$ cat src/rtl/dtimer_pkg.sv
package dtimer_pkg;

    typedef enum logic [3:0] {
        RI_PORTB    = 4'd0,
        RI_PORTA    = 4'd1,
        RI_DIRB     = 4'd2,
        RI_DIRA     = 4'd3,
        RI_T1C_LO   = 4'd4,
        RI_T1C_HI   = 4'd5,
        RI_T1L_LO   = 4'd6,
        RI_T1L_HI   = 4'd7,
        RI_T2_LO    = 4'd8,
        RI_T2_HI    = 4'd9,
        RI_SHIFT    = 4'd10,
        RI_AUX      = 4'd11,
        RI_PERIPH   = 4'd12,
        RI_FLAGS    = 4'd13,
        RI_ENABLE   = 4'd14,
        RI_PORTA_NH = 4'd15
    } reg_idx_e;

    localparam int FLG_SHIFT = 2;
    localparam int FLG_SDATA = 3;
    localparam int FLG_SCLK  = 4;
    localparam int FLG_T2    = 5;
    localparam int FLG_T1    = 6;
    localparam int FLG_W     = 7;

    localparam logic [FLG_W-1:0] IRQ_SRC_MASK = 7'b110_0100;

    typedef enum logic {T1_RUN, T1_WRAP} t1_state_e;
    typedef enum logic {T2_IDLE, T2_ARMED} t2_state_e;

endpackage

$ cat src/rtl/dtimer_t1.sv
module dtimer_t1
    import dtimer_pkg::*;
#(
    parameter int DW = 8
) (
    input  logic            clk,
    input  logic            rst_n,
    input  logic            tick,
    input  logic            lat_lo_we,
    input  logic            lat_hi_we,
    input  logic            load_we,
    input  logic [DW-1:0]   wdata,
    input  logic            cont_mode,
    output logic [2*DW-1:0] cnt_q,
    output logic [2*DW-1:0] latch_q,
    output logic            fire
);
    localparam int CW = 2 * DW;

    t1_state_e      st_q, st_d;
    logic [CW-1:0]  cnt_d;

    // state register
    always_ff @(posedge clk) begin
        if (!rst_n) begin
            st_q    <= T1_RUN;
            cnt_q   <= '1;
            latch_q <= '1;
        end else begin
            st_q  <= st_d;
            cnt_q <= cnt_d;
            if (lat_lo_we) latch_q[DW-1:0]  <= wdata;
            if (lat_hi_we) latch_q[CW-1:DW] <= wdata;
        end
    end

    // next state and outputs
    always_comb begin
        st_d  = st_q;
        cnt_d = cnt_q;
        fire  = 1'b0;
        if (load_we) begin
            cnt_d = {wdata, latch_q[DW-1:0]};
            st_d  = T1_RUN;
        end else if (tick) begin
            unique case (st_q)
                T1_RUN: begin
                    if (cnt_q == '0) begin
                        cnt_d = '1;
                        st_d  = T1_WRAP;
                    end else begin
                        cnt_d = cnt_q - 1'b1;
                        fire  = cont_mode && (cnt_q == CW'(1));
                    end
                end
                T1_WRAP: begin
                    cnt_d = latch_q;
                    st_d  = T1_RUN;
                    fire  = cont_mode && (latch_q == '0);
                end
            endcase
        end
    end

    AST_T1_RELOAD: assert property (@(posedge clk) disable iff (!rst_n)
        (st_q == T1_WRAP && tick && !load_we && !lat_lo_we && !lat_hi_we) |=> (cnt_q == $past(latch_q)));
    AST_T1_ZERO_WRAP: assert property (@(posedge clk) disable iff (!rst_n)
        (st_q == T1_RUN && cnt_q == '0 && tick && !load_we) |=> (cnt_q == '1 && st_q == T1_WRAP));
    AST_T1_LOAD: assert property (@(posedge clk) disable iff (!rst_n)
        load_we |=> (cnt_q == {$past(wdata), $past(latch_q[DW-1:0])} && st_q == T1_RUN));

endmodule

$ cat src/rtl/dtimer_t2.sv
module dtimer_t2
    import dtimer_pkg::*;
#(
    parameter int DW = 8
) (
    input  logic            clk,
    input  logic            rst_n,
    input  logic            tick,
    input  logic            lat_lo_we,
    input  logic            load_we,
    input  logic [DW-1:0]   wdata,
    output logic [2*DW-1:0] cnt_q,
    output logic            fire
);
    localparam int CW = 2 * DW;

    t2_state_e      st_q, st_d;
    logic [CW-1:0]  cnt_d;
    logic [DW-1:0]  lat_lo_q;

    // state register
    always_ff @(posedge clk) begin
        if (!rst_n) begin
            st_q     <= T2_IDLE;
            cnt_q    <= '0;
            lat_lo_q <= '1;
        end else begin
            st_q  <= st_d;
            cnt_q <= cnt_d;
            if (lat_lo_we) lat_lo_q <= wdata;
        end
    end

    // next state and outputs
    always_comb begin
        st_d  = st_q;
        cnt_d = cnt_q;
        fire  = 1'b0;
        if (load_we) begin
            cnt_d = {wdata, lat_lo_q};
            st_d  = T2_ARMED;
        end else if (tick) begin
            cnt_d = cnt_q - 1'b1;
            unique case (st_q)
                T2_IDLE:  st_d = T2_IDLE;
                T2_ARMED: begin
                    if (cnt_q == CW'(1)) begin
                        fire = 1'b1;
                        st_d = T2_IDLE;
                    end
                end
            endcase
        end
    end

    AST_T2_FIRE_ZERO: assert property (@(posedge clk) disable iff (!rst_n)
        fire |=> (cnt_q == '0 && st_q == T2_IDLE));
    AST_T2_NO_REARM: assert property (@(posedge clk) disable iff (!rst_n)
        (st_q == T2_IDLE && !load_we) |=> (st_q == T2_IDLE));

endmodule

$ cat src/rtl/dtimer_flags.sv
module dtimer_flags
    import dtimer_pkg::*;
#(
    parameter int DW = 8
) (
    input  logic             clk,
    input  logic             rst_n,
    input  logic [FLG_W-1:0] set_mask,
    input  logic [FLG_W-1:0] clr_mask,
    input  logic             en_we,
    input  logic [DW-1:0]    wdata,
    output logic [FLG_W-1:0] flags_q,
    output logic [FLG_W-1:0] enables_q,
    output logic             any_pending,
    output logic             irq
);
    always_ff @(posedge clk) begin
        if (!rst_n) begin
            flags_q   <= '0;
            enables_q <= '0;
        end else begin
            flags_q <= (flags_q & ~clr_mask) | set_mask;
            if (en_we) begin
                if (wdata[DW-1]) enables_q <= enables_q | wdata[FLG_W-1:0];
                else             enables_q <= enables_q & ~wdata[FLG_W-1:0];
            end
        end
    end

    always_comb begin
        any_pending = |(flags_q & enables_q);
        irq         = |(flags_q & enables_q & IRQ_SRC_MASK);
    end

    AST_IER_SET: assert property (@(posedge clk) disable iff (!rst_n)
        (en_we && wdata[DW-1]) |=> ((enables_q & $past(wdata[FLG_W-1:0])) == $past(wdata[FLG_W-1:0])));
    AST_IER_CLEAR: assert property (@(posedge clk) disable iff (!rst_n)
        (en_we && !wdata[DW-1]) |=> ((enables_q & $past(wdata[FLG_W-1:0])) == '0));
    AST_HW_SET_WINS: assert property (@(posedge clk) disable iff (!rst_n)
        set_mask[FLG_SHIFT] |=> flags_q[FLG_SHIFT]);

endmodule

$ cat src/rtl/dual_timer_regs.sv
module dual_timer_regs
    import dtimer_pkg::*;
#(
    parameter int          ADDR_W   = 13,
    parameter int          SEL_LSB  = 9,
    parameter int          DW       = 8,
    parameter logic [7:0]  DIRB_RST = 8'hFF
) (
    input  logic              clk,
    input  logic              rst_n,
    input  logic              tick_en,
    input  logic              sr_flag_in,
    input  logic              reg_wr,
    input  logic              reg_rd,
    input  logic [ADDR_W-1:0] reg_addr,
    input  logic [DW-1:0]     reg_wdata,
    output logic [DW-1:0]     reg_rdata,
    output logic              irq
);
    localparam int SEL_W = 4;
    localparam int CW    = 2 * DW;
    localparam int TOP_W = ADDR_W - SEL_LSB - SEL_W;

    reg_idx_e sel;
    assign sel = reg_idx_e'(reg_addr[SEL_LSB +: SEL_W]);

    logic unused_addr_lo;
    assign unused_addr_lo = ^reg_addr[SEL_LSB-1:0];
    generate
        if (TOP_W > 0) begin : g_addr_hi
            logic unused_addr_hi;
            assign unused_addr_hi = ^reg_addr[ADDR_W-1:ADDR_W-TOP_W];
        end
    endgenerate

    // plain storage bytes
    logic [DW-1:0] portb_q, porta_q, dirb_q, dira_q;
    logic [DW-1:0] shift_q, aux_q, periph_q, porta_nh_q;

    always_ff @(posedge clk) begin
        if (!rst_n) begin
            portb_q    <= '0;
            porta_q    <= '0;
            dirb_q     <= DIRB_RST;
            dira_q     <= '0;
            shift_q    <= '0;
            aux_q      <= '0;
            periph_q   <= '0;
            porta_nh_q <= '0;
        end else if (reg_wr) begin
            unique case (sel)
                RI_PORTB:    portb_q    <= reg_wdata;
                RI_PORTA:    porta_q    <= reg_wdata;
                RI_DIRB:     dirb_q     <= reg_wdata;
                RI_DIRA:     dira_q     <= reg_wdata;
                RI_SHIFT:    shift_q    <= reg_wdata;
                RI_AUX:      aux_q      <= reg_wdata;
                RI_PERIPH:   periph_q   <= reg_wdata;
                RI_PORTA_NH: porta_nh_q <= reg_wdata;
                default: ;
            endcase
        end
    end

    // decoded strobes
    logic wr_t1c_lo, wr_t1c_hi, wr_t1l_lo, wr_t1l_hi, wr_t2_lo, wr_t2_hi;
    logic wr_flags, wr_enable, rd_t1c_lo, rd_t2_lo, rd_shift;
    always_comb begin
        wr_t1c_lo = reg_wr && (sel == RI_T1C_LO);
        wr_t1c_hi = reg_wr && (sel == RI_T1C_HI);
        wr_t1l_lo = reg_wr && (sel == RI_T1L_LO);
        wr_t1l_hi = reg_wr && (sel == RI_T1L_HI);
        wr_t2_lo  = reg_wr && (sel == RI_T2_LO);
        wr_t2_hi  = reg_wr && (sel == RI_T2_HI);
        wr_flags  = reg_wr && (sel == RI_FLAGS);
        wr_enable = reg_wr && (sel == RI_ENABLE);
        rd_t1c_lo = reg_rd && (sel == RI_T1C_LO);
        rd_t2_lo  = reg_rd && (sel == RI_T2_LO);
        rd_shift  = reg_rd && (sel == RI_SHIFT);
    end

    logic [CW-1:0] t1_cnt, t1_latch, t2_cnt;
    logic          t1_fire, t2_fire, t1_cont;
    assign t1_cont = (aux_q[7:6] == 2'b01);

    dtimer_t1 #(.DW(DW)) u_t1 (
        .clk       (clk),
        .rst_n     (rst_n),
        .tick      (tick_en),
        .lat_lo_we (wr_t1c_lo || wr_t1l_lo),
        .lat_hi_we (wr_t1c_hi || wr_t1l_hi),
        .load_we   (wr_t1c_hi),
        .wdata     (reg_wdata),
        .cont_mode (t1_cont),
        .cnt_q     (t1_cnt),
        .latch_q   (t1_latch),
        .fire      (t1_fire)
    );

    dtimer_t2 #(.DW(DW)) u_t2 (
        .clk       (clk),
        .rst_n     (rst_n),
        .tick      (tick_en),
        .lat_lo_we (wr_t2_lo),
        .load_we   (wr_t2_hi),
        .wdata     (reg_wdata),
        .cnt_q     (t2_cnt),
        .fire      (t2_fire)
    );

    logic [FLG_W-1:0] set_mask, clr_mask, flags_q, enables_q;
    logic             any_pending;

    always_comb begin
        set_mask            = '0;
        set_mask[FLG_T1]    = t1_fire;
        set_mask[FLG_T2]    = t2_fire;
        set_mask[FLG_SHIFT] = sr_flag_in;

        clr_mask = wr_flags ? reg_wdata[FLG_W-1:0] : '0;
        if (wr_t1c_hi || wr_t1l_hi || rd_t1c_lo) clr_mask[FLG_T1] = 1'b1;
        if (wr_t2_hi || rd_t2_lo)                clr_mask[FLG_T2] = 1'b1;
        if (rd_shift) begin
            clr_mask[FLG_SHIFT] = 1'b1;
            clr_mask[FLG_SDATA] = 1'b1;
            clr_mask[FLG_SCLK]  = 1'b1;
        end
    end

    dtimer_flags #(.DW(DW)) u_flags (
        .clk         (clk),
        .rst_n       (rst_n),
        .set_mask    (set_mask),
        .clr_mask    (clr_mask),
        .en_we       (wr_enable),
        .wdata       (reg_wdata),
        .flags_q     (flags_q),
        .enables_q   (enables_q),
        .any_pending (any_pending),
        .irq         (irq)
    );

    // read mux
    always_comb begin
        unique case (sel)
            RI_PORTB:    reg_rdata = portb_q;
            RI_PORTA:    reg_rdata = porta_q;
            RI_DIRB:     reg_rdata = dirb_q;
            RI_DIRA:     reg_rdata = dira_q;
            RI_T1C_LO:   reg_rdata = t1_cnt[DW-1:0];
            RI_T1C_HI:   reg_rdata = t1_cnt[CW-1:DW];
            RI_T1L_LO:   reg_rdata = t1_latch[DW-1:0];
            RI_T1L_HI:   reg_rdata = t1_latch[CW-1:DW];
            RI_T2_LO:    reg_rdata = t2_cnt[DW-1:0];
            RI_T2_HI:    reg_rdata = t2_cnt[CW-1:DW];
            RI_SHIFT:    reg_rdata = shift_q;
            RI_AUX:      reg_rdata = aux_q;
            RI_PERIPH:   reg_rdata = periph_q;
            RI_FLAGS:    reg_rdata = {any_pending, flags_q};
            RI_ENABLE:   reg_rdata = {1'b1, enables_q};
            RI_PORTA_NH: reg_rdata = porta_nh_q;
        endcase
    end

    AST_T1_MUTE: assert property (@(posedge clk) disable iff (!rst_n)
        (aux_q[7:6] != 2'b01 && !flags_q[FLG_T1]) |=> !flags_q[FLG_T1]);
    AST_FLAG_WRITE_CLEARS: assert property (@(posedge clk) disable iff (!rst_n)
        (wr_flags && reg_wdata[FLG_T2] && !t2_fire) |=> !flags_q[FLG_T2]);
    AST_IRQ_PENDING: assert property (@(posedge clk) disable iff (!rst_n)
        irq |-> any_pending);

endmodule

$ cat config.mk
export PLATFORM = sky130hd
export DESIGN_NAME = dual_timer_regs
export DESIGN_NICKNAME = d
export VERILOG_FILES = /design/src/rtl/dtimer_pkg.sv /design/src/rtl/dtimer_t1.sv /design/src/rtl/dtimer_t2.sv /design/src/rtl/dtimer_flags.sv /design/src/rtl/dual_timer_regs.sv
export SDC_FILE = /design/constraint.sdc
export NUM_CORES = 1
export LEC_CHECK = 0
export CAP_MARGIN = 5
export CORE_ASPECT_RATIO = 1.1
export CORE_MARGIN = 2
export CORE_UTILIZATION = 30
export CTS_BUF_LIST = sky130_fd_sc_hd__clkbuf_4
export CTS_CLUSTER_DIAMETER = 40
export CTS_CLUSTER_SIZE = 24
export DETAILED_ROUTE_END_ITERATION = 7
export GPL_TIMING_DRIVEN = 0
export HOLD_SLACK_MARGIN = 0.1
export PLACE_DENSITY_LB_ADDON = 0.05
export SYNTH_ARGS = -nofsm -noshare
export SYNTH_HDL_FRONTEND = slang
export SYNTH_HIERARCHICAL = 1
export SYNTH_SLANG_ARGS = --single-unit
$ cat constraint.sdc
create_clock -name clk -period 3.8 [get_ports clk]
set_clock_uncertainty 0.2 [all_clocks]
set_input_delay 1.14 -clock clk [delete_from_list [all_inputs] [get_ports clk]]
set_output_delay 1.14 -clock clk [all_outputs]
set_load 0.005 [all_outputs]
==> results of run 1 <==
[cell usage in the layout (no fill, tap or decap), drive strengths merged, types with 4 or more instances in the layout]
| cell type | Yosys | final |
|---|---|---|
| dfxtp | 136 | 136 |
| nand2 | 102 | 102 |
| mux2i | 75 | 75 |
| buf | 26 | 66 |
| o21ai | 61 | 61 |
| nor2 | 57 | 57 |
| nor2b | 56 | 56 |
| clkbuf | 37 | 54 |
| nand3 | 39 | 39 |
| a21oi | 39 | 39 |
| a22o | 22 | 22 |
| a21boi | 16 | 16 |
| inv | 14 | 16 |
| clkdlybuf4s50 | 0 | 14 |
| a22oi | 13 | 13 |
| a31oi | 12 | 12 |
| nand4 | 10 | 10 |
| nor4 | 10 | 10 |
| nor3 | 10 | 10 |
| a221oi | 10 | 10 |
| xor2 | 9 | 9 |
| o22ai | 9 | 9 |
| o21a | 7 | 7 |
| a21bo | 7 | 7 |
| or4 | 7 | 7 |
| o211ai | 6 | 6 |
| clkinv | 0 | 6 |
| bufinv | 0 | 5 |
| o31ai | 5 | 5 |
| ha | 5 | 5 |
| and2 | 5 | 5 |
| a32oi | 4 | 4 |
| conb | 1 | 4 |
| xnor2 | 4 | 4 |
| o211a | 4 | 4 |
| nor3b | 4 | 4 |
| or2 | 4 | 4 |
[final cells by class]
type	count	area (um^2)	area share
antenna	1	2.502	0.0002732
buffer	63	455.4	0.04973
clock buffer	17	127.6	0.01393
clock inverter	14	222.7	0.02432
inverter	14	65.06	0.007104
multi-input combinational	663	4690	0.5120
sequential	136	2726	0.2977
tap	310	387.9	0.04235
timing repair buffer	54	481.7	0.05260
[routing by layer]
layer  track usage  up-vias
met4       0.09095        0
met1        0.3101     3415
li1              -     3325
met5             0        -
met3       0.04250       46
met2        0.3774      192
[sequential cells by signal (all words and copies together) (netlist names), named ones only]
name             count
aux_q                8
dira_q               8
dirb_q               8
periph_q             8
porta_nh_q           8
porta_q              8
portb_q              8
shift_q              8
u_flags/flags_q      7
u_t1/cnt_q          16
u_t1/latch_q        16
u_t1/st_q            1
u_t2/cnt_q          16
u_t2/lat_lo_q        8
u_t2/st_q            1
[how the worst max path moves through the flow]
stage,cells after the start,start,end
2_1_floorplan,7,reg_addr[11],reg_rdata[1]
3_3_place_gp,7,reg_addr[10],reg_rdata[2]
3_5_place_dp,7,reg_addr[10],reg_rdata[2]
4_1_cts,9,reg_addr[9],reg_rdata[2]
5_1_grt,9,reg_addr[9],reg_rdata[3]
6_report,8,reg_addr[11],reg_rdata[2]
[power groups by stage]
stage / clock, mW / sequential, mW / combinational (mW)
after detailed placement: 0 / 1.59 / 0.520
after global placement: 0 / 1.59 / 0.520
after CTS: 1.26 / 1.57 / 0.592
final: 1.22 / 1.57 / 0.605
after floorplan: 0 / 1.55 / 0.335
after global routing: 1.31 / 1.58 / 0.654
[through the flow]
stage	std cells	setup WS, ps
after floorplan	876	222.1
after global placement	1209	-1368
after detailed placement	1209	-1340
after CTS	1267	-45.67
after global routing	1272	-112.9
final	1272	-66.53
[critical path, cell delays in order]
cell and delay [ps]:
buf_6 150, buf_6 180, buf_6 200, nand2_1 170, o22ai_2 250, a21oi_1 70, a31oi_1 200, buf_2 150
[repair_timing]
action	4_1_cts	5_1_grt
setup buffers	26	4
resized for setup	156	19
endpoints found under the hold margin	0	0
gates cloned	1	0
pin swaps	24	16
setup endpoints to repair	8	8
hold buffers	0	0
[logic make-up after synthesis]
logic type               count (synthesis)
AND/OR/NAND/NOR                        326
AO/OA/AOI/OAI                          237
flip-flops                             136
multiplexers                            78
buffers and inverters                   77
XOR/XNOR                                13
adder cells (fa/ha/maj)                  5
other                                    1
==> metrics.txt, run 1 <==
status=complete, but fails checks; violated checks=setup timing; ys async rst share=0; xor-xnor portion of the synthesized cell area=0.01543; Mapped Area=7381 um^2; Synth top area share=0.3689; max cap viols=0; depth of the worst hold-timing path=2; Synth Area in Compound Gates=0.2199; clk buf depth=2; internal cell power=2.325 mW; Ys Warns=6; CP Capture Type=output pin; Mapped Avg Cell Area=8.455 um^2; top sig layer=met4; clock share of power=0.359; power consumption=3.391 mW; Final setup viols=5; final worst-path cycle share=1.018; CTS Buf Count=17; drt pass-1 iters=7; die width=153.6 um; Clock Tree Root=clkbuf_4; FMAX=258.6 MHz; Core Area=24320 um^2; #FFs+latches synth=136; Critical R2R Launch=u_t1/cnt_q[0]; DRT iter0 DRCs=526; Hold Path Sink=dirb_q[4]; WP data required=2460 ps; Arr. time, crit path=2530 ps; simple-gate share of the synthesized area=0.2331; Detail Route met3 WL=1239 um; power share of the combinational group=0.179; Overall Global Routing Usage=0.2336; Post-Route M1 WL=13720 um; Die Ht=168.5 um; layout cells sized above 1=0.1967; vias in the first global route=6946; clock sink count=136; routed wire length=29870 um; pwr dens=370.2 nW/um^2; Port Buffer Count=23; Sw Pwr=1.066 mW; gr ovfl total=0; commonest cells in the netlist=dfxtp_1 (136), nand2_1 (100), mux2i_1 (75), nor2b_1 (55), o21ai_0 (53); Flop pwr share=0.463; Synth area leaders=dfxtp_1 (37%), mux2i_1 (10%), nand2_1 (5.1%); antenna viol nets, final=0; routed length on met2=13920 um; Die ar.=25880 um^2; vias=6978; leakage=3.293 nW; largest family of logic cells by synthesized area=simple AND/OR/NAND/NOR gates; H-tree levels=4; area delta synth->final=24.09%; final setup margin=-66.53 ps; vias per inst=5.486; hold path startpoint=dirb_q[4]; routed len/inst=23.48 um; Worst Hold Class=reg -> reg; initial antenna violation count=1; Worst R2R Path Depth=7; nets=981; Finished Cell Area=9159 um^2; Util after Layout=0.3765; Starting Density=0.3034; count leader, synth=dfxtp_1; maximum vdd drop=0.1575 mV; Tightest Pin Transition=1003 ps; post-synth cell types=81; max-slew violations=0; routability cong.=0.8629; Syn Inst Count=873; top_reg_cell synth=dfxtp_1; Final HPWL DP=21580 um; r2r setup slk=1350 ps; clk_lat worst skew=580 ps; final setup TNS=-209.3 ps; pin count of the biggest net entering global routing=17; # fillers=2612; cell taking the most area after synthesis=dfxtp_1; first-pass GRT wire length=44950 um; multiplexer share of the synthesized area=0.1063; final hold slack=288.2 ps; r2r endpoint=u_t1/cnt_q[14]; final worst path period need=3867 ps; final hold violations=0; Post-route DRC=0; Relative slew margins=0.3224; CP Class=in -> out; startpoint types=input port; Net Sw Frac=0.3145; clock-pin slew on the worst setup and hold paths=140 ps; Post-synth EDFFs=0; placed cell area=8010 um^2; I/O pin total=36; unrepaired setup endpoints after global routing=yes; Synth Area in Adders=0.008476; TritonCTS clock tree=yes; sequential share of the synthesized area=0.3689; crit-path max FO=10; Rows=60
(Power assumes the default switching activity.)
==> run 2: changes to the inputs <==
- TNS_END_PERCENT: unset -> 100
==> results of run 2 <==
The final DEF is identical to that of run 1; final timing and power are the same.
